===== src/rtl/dac_code_bank.sv =====
module dac_code_bank #(
  parameter int NCH         = 4,
  parameter int CODE_W      = 8,
  parameter int ADDR_W      = 8,
  parameter int MIN_LOW_CYC = 2,
  parameter int CH_BASE     = 'h10,
  parameter int CFG_ADDR    = 'h1B,
  parameter int LD_ADDR     = 'h1C
) (
  input  logic                  clk,
  input  logic                  rst_n,
  input  logic                  wr_en,
  input  logic [ADDR_W-1:0]     addr,
  input  logic [CODE_W-1:0]     wdata,
  output logic [CODE_W-1:0]     rdata,
  input  logic                  load_n,
  output logic [NCH*CODE_W-1:0] dac_code,
  output logic                  out_hiz
);
  localparam int CNT_W = $clog2(MIN_LOW_CYC + 1);
  localparam logic [1:0] M_AUTO = 2'b01;
  localparam logic [1:0] M_MASK = 2'b10;

  logic [CODE_W-1:0] stage_q [NCH];
  logic [CODE_W-1:0] act_q   [NCH];
  logic [1:0]        mode_q;
  logic              pd_q;
  logic [NCH-1:0]    ldreg_q, auto_q, wr_hit, load_mask;
  logic [1:0]        sync_q;
  logic [CNT_W-1:0]  low_cnt;
  logic              pin_fire, pin_mode, cfg_wr, ld_wr;

  assign cfg_wr   = wr_en && addr == ADDR_W'(CFG_ADDR);
  assign ld_wr    = wr_en && addr == ADDR_W'(LD_ADDR);
  assign pin_mode = mode_q != M_AUTO && mode_q != M_MASK;
  assign pin_fire = !sync_q[1] && low_cnt == CNT_W'(MIN_LOW_CYC - 1);
  assign load_mask = ({NCH{pin_fire && pin_mode}}) | auto_q | ldreg_q;
  assign out_hiz  = pd_q;

  always_ff @(posedge clk) begin
    if (!rst_n) begin
      sync_q  <= 2'b11;
      low_cnt <= '0;
    end else begin
      sync_q <= {sync_q[0], load_n};
      if (sync_q[1])
        low_cnt <= '0;
      else if (low_cnt != CNT_W'(MIN_LOW_CYC))
        low_cnt <= low_cnt + 1'b1;
    end
  end

  always_ff @(posedge clk) begin
    if (!rst_n) begin
      mode_q  <= 2'b00;
      pd_q    <= 1'b0;
      ldreg_q <= '0;
      auto_q  <= '0;
    end else begin
      if (cfg_wr) begin
        mode_q <= wdata[5:4];
        pd_q   <= wdata[0];
      end
      ldreg_q <= (ld_wr && mode_q == M_MASK) ? wdata[NCH-1:0] : '0;
      auto_q  <= (mode_q == M_AUTO) ? wr_hit : '0;
    end
  end

  for (genvar i = 0; i < NCH; i++) begin : g_ch
    assign wr_hit[i] = wr_en && addr == ADDR_W'(CH_BASE + i);
    assign dac_code[i*CODE_W +: CODE_W] = act_q[i];
    always_ff @(posedge clk) begin
      if (!rst_n) begin
        stage_q[i] <= '0;
        act_q[i]   <= '0;
      end else begin
        if (wr_hit[i])    stage_q[i] <= wdata;
        if (load_mask[i]) act_q[i]   <= stage_q[i];
      end
    end
  end

  always_comb begin
    rdata = '0;
    if (addr == ADDR_W'(CFG_ADDR)) rdata = CODE_W'({mode_q, 3'b000, pd_q});
    if (addr == ADDR_W'(LD_ADDR))  rdata = CODE_W'(ldreg_q);
    for (int i = 0; i < NCH; i++)
      if (addr == ADDR_W'(CH_BASE + i)) rdata = act_q[i];
  end

  // no load event, no output movement
  p_hold_without_load_r2: assert property (@(posedge clk) disable iff (!rst_n)
    (load_mask == '0) |=> $stable(dac_code));
  // one load per qualified low pulse
  p_pin_single_fire_r4: assert property (@(posedge clk) disable iff (!rst_n)
    pin_fire |=> !pin_fire);
  // pin ignored in mask mode
  p_mask_mode_ignores_pin_r6: assert property (@(posedge clk) disable iff (!rst_n)
    (mode_q == M_MASK && ldreg_q == '0) |=> $stable(dac_code));
  // load register self-clears
  p_ldreg_clears_r8: assert property (@(posedge clk) disable iff (!rst_n)
    (ldreg_q != '0 && !ld_wr) |=> ldreg_q == '0);
  // power-down only by a configuration write
  p_hiz_from_cfg_r9: assert property (@(posedge clk) disable iff (!rst_n)
    $rose(out_hiz) |-> $past(cfg_wr));

  if (MIN_LOW_CYC >= 2) begin : g_width_chk
    // a fire needs the pin low for more than one synchronised cycle
    p_short_pulse_r5: assert property (@(posedge clk) disable iff (!rst_n)
      pin_fire |-> $past(!sync_q[1]));
  end
endmodule


===== config.mk =====
export PLATFORM = sky130hd
export DESIGN_NAME = dac_code_bank
export DESIGN_NICKNAME = d
export VERILOG_FILES = /design/src/rtl/dac_code_bank.sv
export SDC_FILE = /design/constraint.sdc
export NUM_CORES = 1
export LEC_CHECK = 0
export BUFFER_PORTS_ARGS = -buffer_cell sky130_fd_sc_hd__buf_2
export CAP_MARGIN = 0
export CORE_MARGIN = 2
export CORE_UTILIZATION = 59
export DETAILED_ROUTE_END_ITERATION = 7
export PLACE_DENSITY_LB_ADDON = 0.05
export REMOVE_ABC_BUFFERS = 1
export SKIP_CTS_REPAIR_TIMING = 1
export SLEW_MARGIN = 15
export SYNTH_ARGS = -nofsm -noshare
export SYNTH_HDL_FRONTEND = slang
export SYNTH_SLANG_ARGS = --single-unit

===== constraint.sdc =====
create_clock -name clk -period 4.6 [get_ports clk]
set_input_delay 0.46 -clock clk [delete_from_list [all_inputs] [get_ports clk]]
set_output_delay 0.46 -clock clk [all_outputs]
set_load 0.005 [all_outputs]

* Word-level counts from Yosys, hierarchy flattened
Memory sizes are Yosys's and may differ from the RTL's.
Index checks and enable logic that the tools add are counted.
** Word-level totals
- Bits in registers :: 15
- RAM bits :: 64
- Bits of input ports :: 20
- Output and inout port bits :: 41
- Memories kept :: 2
** Memories
- act_q :: words 4, width 8, read ports 4, clocked after Yosys merged registers in 0, wr ports 4, line 25 : logic [CODE_W-1:0] act_q [NCH];
- stage_q :: words 4, width 8, read ports 4, clocked after Yosys merged registers in 0, wr ports 4, line 24 : logic [CODE_W-1:0] stage_q [NCH];
** Operators by class
- Add/sub/neg operators :: 1
- Equality and inequality tests :: 12
- Mux-type cells :: 39
- Bitwise logic cells :: 11
- Reductions and logical operators :: 14
** Operators with widths (number)
- 8-bit 2-to-1 mux :: 13
- 8-bit by 5-bit equality test with 1-bit output, second input constant :: 6
- 1-bit 2-to-1 mux :: 25
- 1-bit logical AND :: 10
- 1-bit OR :: 8
- 4-bit OR :: 2
- 6-bit 2-to-1 mux :: 1
- 2-bit by 1-bit equality test with 1-bit output, second input constant :: 2
- 2-bit inequality test, second input constant :: 2
- 2-bit AND reduction :: 2
- 2-bit by 1-bit adder with 2-bit output, second input constant :: 1
- 2-bit equality test, second input constant :: 1
- 2-bit by 1-bit inequality test with 1-bit output, second input constant :: 1
- 2-bit OR reduction :: 1
- 1-bit zero test :: 1
- 1-bit inverter :: 1

* Depth between registers and ports, before layout
Gate-level depths: netlist of run 1.
- Word-level depth :: 9
- Gate-level depth with buffers :: 6

* Least setup slack after synthesis of run 1
Ideal clock, no wire load.
- Path kind :: input-to-reg
- Start :: input addr[7]
- End :: memory stage_q[0][0] (enable)
- Data arrival time :: 2410 ps
- Required time :: 4213 ps
- Slack :: 1803 ps
- Stages :: 5
- Path buffers :: 1
- Path through :: or4b_4 buf_6 nor3_1 nand2_1 o31ai_1
** RTL lines
- start: declaration :: line 13 : input logic [ADDR_W-1:0] addr,
- end: declaration :: line 24

* Final worst setup path of run 1
- Start :: input addr[7]
- End :: output rdata[0]
** On the way
- Word-level cells in the longest chain between the ends :: 7
- Elaborated cells between the ends (all ways) :: 12
- Classes of those cells :: eq/ne (6); mux (6)
** Ends and longest elaborated chain
- 8-bit by 5-bit equality test with 1-bit output :: line 85 : if (addr == ADDR_W'(CFG_ADDR)) rdata = CODE_W'({mode_q, 3'b000, pd_q});
- 6-bit 2-to-1 mux :: line 85
- 8-bit 2-to-1 mux :: line 86 : if (addr == ADDR_W'(LD_ADDR)) rdata = CODE_W'(ldreg_q);
- 8-bit 2-to-1 mux (3 in a row) :: line 88 : if (addr == ADDR_W'(CH_BASE + i)) rdata = act_q[i];
- 8-bit 2-to-1 mux * :: line 88
- end: declaration :: line 15 : output logic [CODE_W-1:0] rdata,
Mark *: on every way between the ends. The rest lies on a longest branch, timed or not.

==> results of run 1 <==
-- through the flow --
| stage | utilization [%] | total power [µW] | hold WS, ns | cells |
|---|---|---|---|---|
| final | 71.95 | 1364 | 0.2982 | 387 |
| after global routing | 71.95 | 1409 | 0.2855 | 387 |
| after floorplan | - | 849.4 | 0.3863 | 235 |
| after global placement | 68.70 | 895.0 | 0.3896 | 371 |
| after CTS | 71.95 | 1371 | 0.2834 | 387 |
| after detailed placement | 68.70 | 897.7 | 0.4026 | 371 |
-- registers in the layout, indices dropped and copies added (netlist names) --
register  flops
mode_q        2
low_cnt       2
out_hiz       1
stage_q      32
ldreg_q       4
act_q        32
sync_q        2
auto_q        4
-- logic make-up (layout without fill, tap and decap cells) --
family	Yosys count	count (layout)	share of synthesized area (%)
and+or+nand+nor	116	116	22.08
DFF	79	79	65.03
AOI/OAI and AO/OA	19	19	3.918
muxes	11	11	5.785
buffers and inverters	11	85	1.464
adders and majority gates	4	4	1.465
xor gates and xnor gates	1	1	0.2564
-- per-layer routing --
metal | wire [µm] | vias to the layer above | GRT usage [%]
li1 | - | 1003 | -
met1 | 2953 | 1018 | 32.30
met2 | 3760 | 56 | 40.25
met3 | 439 | 10 | 4.831
met4 | 93 | 0 | 11.69
met5 | 0 | - | 0
-- power by group --
| part | switching, µW | internal [µW] | total, µW |
|---|---|---|---|
| clock | 237 | 247 | 483 |
| combinational | 43.9 | 30.3 | 74.3 |
| sequential | 11.1 | 796 | 807 |
| total | 292 | 1070 | 1360 |
-- path summary, 6_finish.rpt --
| kind | from | endpoint | slack, ns | cells after the start |
|---|---|---|---|---|
| worst max-delay path | addr[7] | rdata[0] | 2.07 | 6 |
| worst min-delay path | load_n | sync_q[0] | 0.30 | 2 |
| worst max register to register | mode_q[0] | act_q[1][4] | 2.54 | 5 |
| worst min register to register | sync_q[0] | sync_q[1] | 0.42 | 1 |
-- cell type report --
class / instances / area, µm² / share of cell area (%)
clock buffer: 11 / 131.4 / 3.296
clock inverter: 5 / 48.80 / 1.224
inverter: 5 / 18.77 / 0.4708
multi-input combinational: 151 / 1145 / 28.72
sequential: 79 / 2222 / 55.74
tap: 72 / 90.09 / 2.260
timing repair buffer: 64 / 330.3 / 8.286
-- placed cells by master, fill, tap and decap left out, types with 4 or more instances in the layout --
master    netlist  layout
dfxtp_1        15      15
or3_1           4       4
nand2b_1        7       7
edfxtp_1       64      64
buf_2           1      60
clkbuf_8        0       9
buf_4           0       4
nand2_1         5       5
mux2i_1         4       4
o31a_1          4       4
ha_1            4       4
inv_1           5       5
mux4_2          7       7
and2_1         76      76
o21ai_0         4       4
nor2_1          4       4
nor2b_1         5       5
==> qor.yml, run 1 <==
outcome:
  status: "finished, final reports clean"
sta:
  layout_min_cycle_time_ns: 2.532
  relSlewSlack_pct: 27.41
  rsz0062_at_grt: "no"
  fmax_mhz: 395.0
  tightestPinTransition_ns: 1.077
  fin_skew_ns: 0.003581
  hold_violations: 0
  fin_ws_ns: 2.068
  period_share_pct: 55.04
  slew_violations: 0
  setup_violations: 0
  setup-tns-final_ns: 0
die:
  num_rows: 27
  num_io_pins: 61
  die_area_mm2: 0.006416
  fp.dieH_um: 80.10
  start_util_pct: 61.68
  fp.coreArea_mm2: 0.005540
  dieWidth_um: 80.10
place:
  gp_congestion: 0.9342
  dpl_cell_area_mm2: 0.003806
  pre_cts_ws_ns: 1.743
  dp.final_hpwl_mm: 5.403
  io_buffers: 60
hold_path:
  hold_path_class: "input port to flip-flop"
detailed_routing:
  wl_per_cell_um: 18.73
  first_iter_violations: 158
  drtPass1Iterations: 4
  drc: 0
  ant_nets: 0
  vias: 2087
  via_per_inst: 5.393
  routed_wirelength_mm: 7.248
cts:
  h-tree-depth: 3
  clkTransAtPathRegs_ns: 0.07
  cts_buffer_depth: 2
  cts_tree: "done"
  cts-root-buf: "clkbuf_8"
  clk_latency_ns: 0.34
  cts.sinks: 79
  numCtsBuffers: 9
setup_path:
  cp_max_fo: 7
  endpoint_kind: "output port"
  cpMostUsedCell: "buf_2"
  path_cells: "buf_2, or4b_4, nor4_2, a32oi_1, a21oi_1, buf_2"
  path_class: "input port to output port"
  arrival_ns: 2.07
  critPathMaxStageDelay_ns: 0.59
  worst_setup_path_start_kind: "input port"
  critPathTopFamily: "simple AND/OR/NAND/NOR gates"
  cp_num_buf_inv: 2
  critPathRequiredTime_ns: 4.14
  cpMaxStageDelayCell: "or4b_4"
layout:
  drive_gt1_share_pct: 29.21
  final_nets: 334
  diodes: 0
  synthToLayoutAreaGrowth_pct: 16.66
  fin_area_mm2: 0.003986
  nFillCells: 416
synthesis:
  synth.top_cell.area_share_pct: 56.24
  synth_most_common_cell: "and2_1"
  synth_cell_type_count: 31
  netlist_area_mm2: 0.003417
  synth_enable_flop_cells: 64
  ys_ff_latch: 79
  yosys.area.top_type: "edfxtp_1"
  yosysSeqAreaShare_pct: 65.03
  syn_area_per_cell_um2: 14.18
  synth.top_cells.by_area: "edfxtp_1 56%, and2_1 14%, dfxtp_1 8.8%"
  syn_inst: 241
  synthTopCellsByCount: "76 x and2_1, 64 x edfxtp_1, 15 x dfxtp_1"
  synth_ff_type: "edfxtp_1"
  async_flop_share_pct: 0
  yosysWarnings: 0
grt:
  grt-ovfl-total: 0
  grt_usage_pct: 24.80
  grt_max_degree: 17
  antenna_found_initial: 0
  grt_pass1_vias: 2088
  grt_pass1_wl_mm: 11.12
flow_run:
  max-cap-violations: 0
power:
  ir_worst_vdd_v: 0.0002428
  power_density_mw_per_mm2: 342.3
  p_leak_uw: 0.001592
Power figures use the tool's default switching activity.
==> inputs of run 2 (changes only) <==
--- a/config.mk
+++ b/config.mk
@@ -5,10 +5,11 @@
 export SDC_FILE = /design/constraint.sdc
 export NUM_CORES = 1
 export LEC_CHECK = 0
+export ABC_AREA = 1
 export BUFFER_PORTS_ARGS = -buffer_cell sky130_fd_sc_hd__buf_2
 export CAP_MARGIN = 0
 export CORE_MARGIN = 2
-export CORE_UTILIZATION = 59
+export CORE_UTILIZATION = 50
 export DETAILED_ROUTE_END_ITERATION = 7
 export PLACE_DENSITY_LB_ADDON = 0.05
 export REMOVE_ABC_BUFFERS = 1
==> constraint.sdc (replaced) <==
create_clock -name clk -period 2.2 [get_ports clk]
set_input_delay 0.22 -clock clk [delete_from_list [all_inputs] [get_ports clk]]
set_output_delay 0.22 -clock clk [all_outputs]
set_load 0.005 [all_outputs]
==> run 2 against run 1 <==
Net effect:
- combinational power increased by 110%
- hold slack lost 0.25 ns
- count of clock-buffer cells in the layout shrank 1
- critical path type unchanged
- highest routed layer unchanged
==> qor.yml, run 2 <==
cts:
  clk_latency_ns: 0.35
  cts-root-buf: "clkbuf_8"
  numCtsBuffers: 9
  clkTransAtPathRegs_ns: 0.07
  cts.sinks: 79
  cts_tree: "done"
  cts_buffer_depth: 2
  h-tree-depth: 3
die:
  num_io_pins: 61
  start_util_pct: 51.28
  fp.coreArea_mm2: 0.006756
  fp.dieH_um: 87.24
  num_rows: 30
  dieWidth_um: 87.24
  die_area_mm2: 0.007611
synthesis:
  syn_inst: 356
  synth.top_cell.area_share_pct: 55.47
  netlist_area_mm2: 0.003465
  yosysWarnings: 0
  yosysSeqAreaShare_pct: 64.14
  synth_enable_flop_cells: 64
  synth_cell_type_count: 25
  async_flop_share_pct: 0
  yosys.area.top_type: "edfxtp_1"
  synth_ff_type: "edfxtp_1"
  synthTopCellsByCount: "89 x nor2_1, 74 x inv_1, 64 x edfxtp_1"
  ys_ff_latch: 79
  synth.top_cells.by_area: "edfxtp_1 55%, nor2_1 9.6%, dfxtp_1 8.7%"
  syn_area_per_cell_um2: 9.732
  synth_most_common_cell: "nor2_1"
layout:
  final_cell_mix: "89 x nor2_1, 74 x inv_1, 64 x edfxtp_1"
  nFillCells: 604
  diodes: 0
  drive_gt1_share_pct: 23.22
  layout_commonest_cell: "nor2_1"
  synthToLayoutAreaGrowth_pct: 17.05
  final_nets: 454
  reg_top3: "act_q: 32 flops, stage_q: 32 flops"
sta:
  fin_ws_ns: 0.4715
  tightestPinTransition_ns: 0.3812
  fin_skew_ns: 0.009571
  slew_violations: 0
  setup_violations: 0
  fmax_mhz: 578.6
  holdWs_ns: 0.04414
  relSlewSlack_pct: 74.58
  setup-tns-final_ns: 0
  rsz0062_at_grt: "no"
  layout_min_cycle_time_ns: 1.728
  hold_violations: 0
  period_share_pct: 78.57
power:
  ir_worst_vdd_v: 0.0003359
  pwr-share-clk_pct: 33.4
  internal_power_uw: 2117
  p_leak_uw: 0.001922
  combPwrFrac_pct: 5.6
  p_sw_uw: 646.1
  power_density_mw_per_mm2: 681.4
  swShare_pct: 23.38
  seq_power_share_pct: 61.0
setup_path:
  worst_setup_path_start_kind: "input port"
  path_class: "input port to output port"
  cp_max_fo: 14
  endpoint_kind: "output port"
  critPathRequiredTime_ns: 1.98
  cpMaxStageDelayCell: "buf_4"
  arrival_ns: 1.51
  reg2reg_depth: 4
  critPathMaxStageDelay_ns: 0.23
  path_cells: "buf_2, inv_1, nand2_2, nor2_4, buf_4, nand2_2, o21ai_0, nor2_1, nand3_1, buf_2"
place:
  io_buffers: 60
  dp.final_hpwl_mm: 5.521
  pre_cts_ws_ns: 0.4597
  gp_congestion: 0.8788
detailed_routing:
  via_per_inst: 4.860
  drc: 0
  vias: 2503
  wl_per_cell_um: 14.68
  routed_wirelength_mm: 7.562
  first_iter_violations: 201
  drtPass1Iterations: 4
  ant_nets: 0
outcome:
  status: "finished, final reports clean"
grt:
  grt-ovfl-total: 0
  grt_max_degree: 21
  grt_pass1_wl_mm: 11.59
  grt_usage_pct: 21.21
  antenna_found_initial: 0
  grt_pass1_vias: 2245
hold_path:
  hold_path_class: "input port to flip-flop"
  hold_path_depth: 3
flow_run:
  max-cap-violations: 0
-- run 2: cell count changes after synthesis, sizes merged, moves of 9 or more --
| cell | previous run | this run |
|---|---|---|
| nor2 | 7 | 94 |
| and2 | 76 | 0 |
| nand3 | 0 | 30 |
| nand4 | 0 | 9 |
| nand2 | 5 | 47 |
| inv | 5 | 77 |
-- run 2: critical path, delay by kind of cell --
family	cells	cell delay (ns)
compound gates	1	0.23
simple gates	5	0.57
buf+inv	4	0.48
-- run 2: power groups by stage --
stage / registers (µW) / clock network [µW] / logic, µW
global route: 1690 / 988 / 173
detailed placement: 1720 / 0 / 156
finish: 1690 / 922 / 155
floorplan: 1720 / 0 / 67.3
CTS: 1690 / 931 / 156
global placement: 1720 / 0 / 155
-- run 2: through the flow --
stage	instances	area, µm²	util, %	power (µW)
final	515	4055	60.02	2763
after global routing	515	4055	60.02	2854
after CTS	515	4055	60.02	2774
after detailed placement	499	3890	57.57	1876
after global placement	499	3890	57.57	1874
after floorplan	352	3437	-	1785
-- run 2: logic make-up after synthesis --
logic type,synth area share [%]
buffers and inverters,9.245
adder cells (fa/ha/maj),1.445
AO/OA/AOI/OAI,1.372
AND/OR/NAND/NOR,23.80
flip-flops,64.14
-- run 2: layer usage --
metal  vias up  wire length [µm]  global-route usage, %
li1       1271                 -                      -
met1      1132              3320                  29.06
met2        90              3558                  33.61
met3        10               565                  4.265
met4         0               118                  7.832
met5         -                 0                      0
-- run 2: final timing paths --
path	slack, ns	startpoint	endpoint
worst min-delay path	0.04	load_n	sync_q[0]
worst max-delay path	0.47	addr[5]	rdata[4]
worst min register to register	0.40	sync_q[0]	sync_q[1]
worst max register to register	0.50	mode_q[0]	act_q[3][4]
-- run 2: layout make-up --
cell class	instances	area, µm²	share of cell area [%]
flip-flops and latches	79	2222	54.80
multi-input cells	195	922.1	22.74
repair buffers	67	352.8	8.701
inverters	78	292.8	7.220
clock buffers	10	127.6	3.147
well taps	80	100.1	2.468
clock inverters	6	37.54	0.9256
==> inputs of run 3 (changes only) <==
==> constraint.sdc (replaced) <==
create_clock -name clk -period 1.4 [get_ports clk]
set_input_delay 0.14 -clock clk [delete_from_list [all_inputs] [get_ports clk]]
set_output_delay 0.14 -clock clk [all_outputs]
set_load 0.005 [all_outputs]
==> run 3 against run 2 <==
Net effect:
- the flow now finishes with violations (setup timing)
- sequential power increased by 57%
- power rose by 69%
- sequential cell count stayed put
- combinational power is 95% higher
- core utilization increased by 7.6 points
- via count grew 5.8%
- largest power group unchanged
- clock skew shrank 0.0019 ns
- critical path depth shrank 4
- setup slack got worse by 0.51 ns
- count of clock-buffer cells in the layout stayed put
==> qor.yml, run 3 (synthesized netlist as in run 2, its figures left out) <==
outcome:
  status: "complete, but fails checks"
  violations: "setup timing"
setup_path:
  endpoint_kind: "flip-flop"
  cp_max_fo: 8
  path_class: "flip-flop to flip-flop"
  reg2reg_depth: 6
  endpoint: "act_q[1][6]"
  arrival_ns: 1.52
  critPathRequiredTime_ns: 1.48
  rr_startpoint: "mode_q[0]"
  reg2reg_slack_ns: -0.04
  crit_start: "mode_q[0]"
  worst_setup_path_start_kind: "flip-flop"
  reg2reg_to: "act_q[1][6]"
sta:
  fin_skew_ns: 0.007717
  hold_violations: 0
  setup-tns-final_ns: -1.114
  setup_violations: 36
  rsz0062_at_grt: "yes"
  period_share_pct: 102.9
  fmax_mhz: 694.3
  slew_violations: 0
  relSlewSlack_pct: 77.57
  fin_ws_ns: -0.04022
  layout_min_cycle_time_ns: 1.440
  tightestPinTransition_ns: 0.3339
die:
  num_io_pins: 61
  start_util_pct: 51.28
  num_rows: 30
  dieWidth_um: 87.24
  fp.coreArea_mm2: 0.006756
  die_area_mm2: 0.007611
  fp.dieH_um: 87.24
power:
  internal_power_uw: 3592
  seq_power_share_pct: 56.7
  pwr-share-clk_pct: 36.8
  p_leak_uw: 0.002206
  swShare_pct: 23.04
  combPwrFrac_pct: 6.5
  p_sw_uw: 1076
  ir_worst_vdd_v: 0.0007113
  power_density_mw_per_mm2: 1022
flow_run:
  max-cap-violations: 0
cts:
  cts-root-buf: "clkbuf_8"
  h-tree-depth: 3
  clk_latency_ns: 0.37
  numCtsBuffers: 9
  cts.sinks: 79
  cts_buffer_depth: 2
  cts_tree: "done"
  clkTransAtPathRegs_ns: 0.08
layout:
  reg_top3: "act_q: 32 flops, stage_q: 32 flops"
  final_util_pct: 67.59
  fin_area_mm2: 0.004567
  drive_gt1_share_pct: 36.07
  nFillCells: 551
  layout_commonest_cell: "nor2_1"
  diodes: 0
  synthToLayoutAreaGrowth_pct: 31.82
  fin_cells: 543
  final_nets: 482
  final_cell_mix: "81 x nor2_1, 72 x inv_1, 64 x edfxtp_1"
detailed_routing:
  via_per_inst: 4.878
  wl_per_cell_um: 14.85
  routed_wirelength_mm: 8.061
  wl_met1_mm: 3.791
  ant_nets: 0
  first_iter_violations: 198
  drtPass1Iterations: 4
  wl_met2_mm: 3.668
  drc: 0
  vias: 2649
  top_layer_used: "met4"
  dr_wl_met3_um: 459
grt:
  grt-ovfl-total: 0
  grt_pass1_wl_mm: 11.61
  grt_usage_pct: 21.77
  antenna_found_initial: 0
  grt_pass1_vias: 2235
  grt_max_degree: 14
place:
  dp.final_hpwl_mm: 5.794
  io_buffers: 60
  gp_congestion: 0.9109
  dp.cells: 519
  dpl_cell_area_mm2: 0.004090
hold_path:
  hold_path_class: "input port to flip-flop"
[run 3: changes by cell type in the layout (fill, tap and decap cells not counted), moves of 7 or more]
cell,delta
buf_4,+14
nand2_1,-9
nor2_2,+7
nor2_1,-8
nand3_2,+12
buf_6,+9
nand3_1,-14
[run 3: power by group through the flow]
stage / Combinational [µW] / Sequential (µW) / Clock (µW)
after floorplan: 106 / 2700 / 0
after global placement: 277 / 2700 / 0
after detailed placement: 278 / 2700 / 0
after CTS: 280 / 2650 / 1720
after global routing: 332 / 2660 / 1830
final: 302 / 2650 / 1720
[run 3: layer usage]
layer	global-route usage [%]	vias up
met3	6.825	11
li1	-	1327
met2	31.75	73
met1	31.32	1238
met5	0	-
met4	6.713	0
[run 3: stage by stage]
stage               hold slack (ns)  setup WS, ns  total power, µW
global route                0.05392      -0.09773             4819
CTS                        -0.06329       -0.2186             4650
detailed placement           0.3152       -0.1762             2981
global placement             0.3117      -0.09209             2979
floorplan                    0.2087       -0.4579             2805
finish                     0.007520      -0.04022             4668
[run 3: cell type report]
class | instances | area, µm² | area share [%]
well taps | 80 | 100.1 | 2.192
repair buffers | 95 | 649.4 | 14.22
inverters | 78 | 292.8 | 6.411
clock buffers | 10 | 137.6 | 3.014
flip-flops and latches | 79 | 2227 | 48.77
multi-input cells | 195 | 1100 | 24.08
clock inverters | 6 | 60.06 | 1.315
[run 3: worst min path at each step]
stage	from	endpoint	slack (ns)	cells past startpoint
after floorplan	rst_n	sync_q[0]	0.21	1
after global placement	load_n	sync_q[0]	0.31	3
after detailed placement	load_n	sync_q[0]	0.32	3
after CTS	load_n	sync_q[0]	-0.06	3
after global routing	wdata[0]	out_hiz	0.05	3
final	wdata[0]	out_hiz	0.008	3
[run 3: worst max-delay path: stages, from the launching register on]
cell and delay, ns:
dfxtp_2 0.37, inv_2 0.06, ha_4 0.26, nand3_2 0.07, buf_6 0.16, nand4_1 0.10, buf_6 0.15
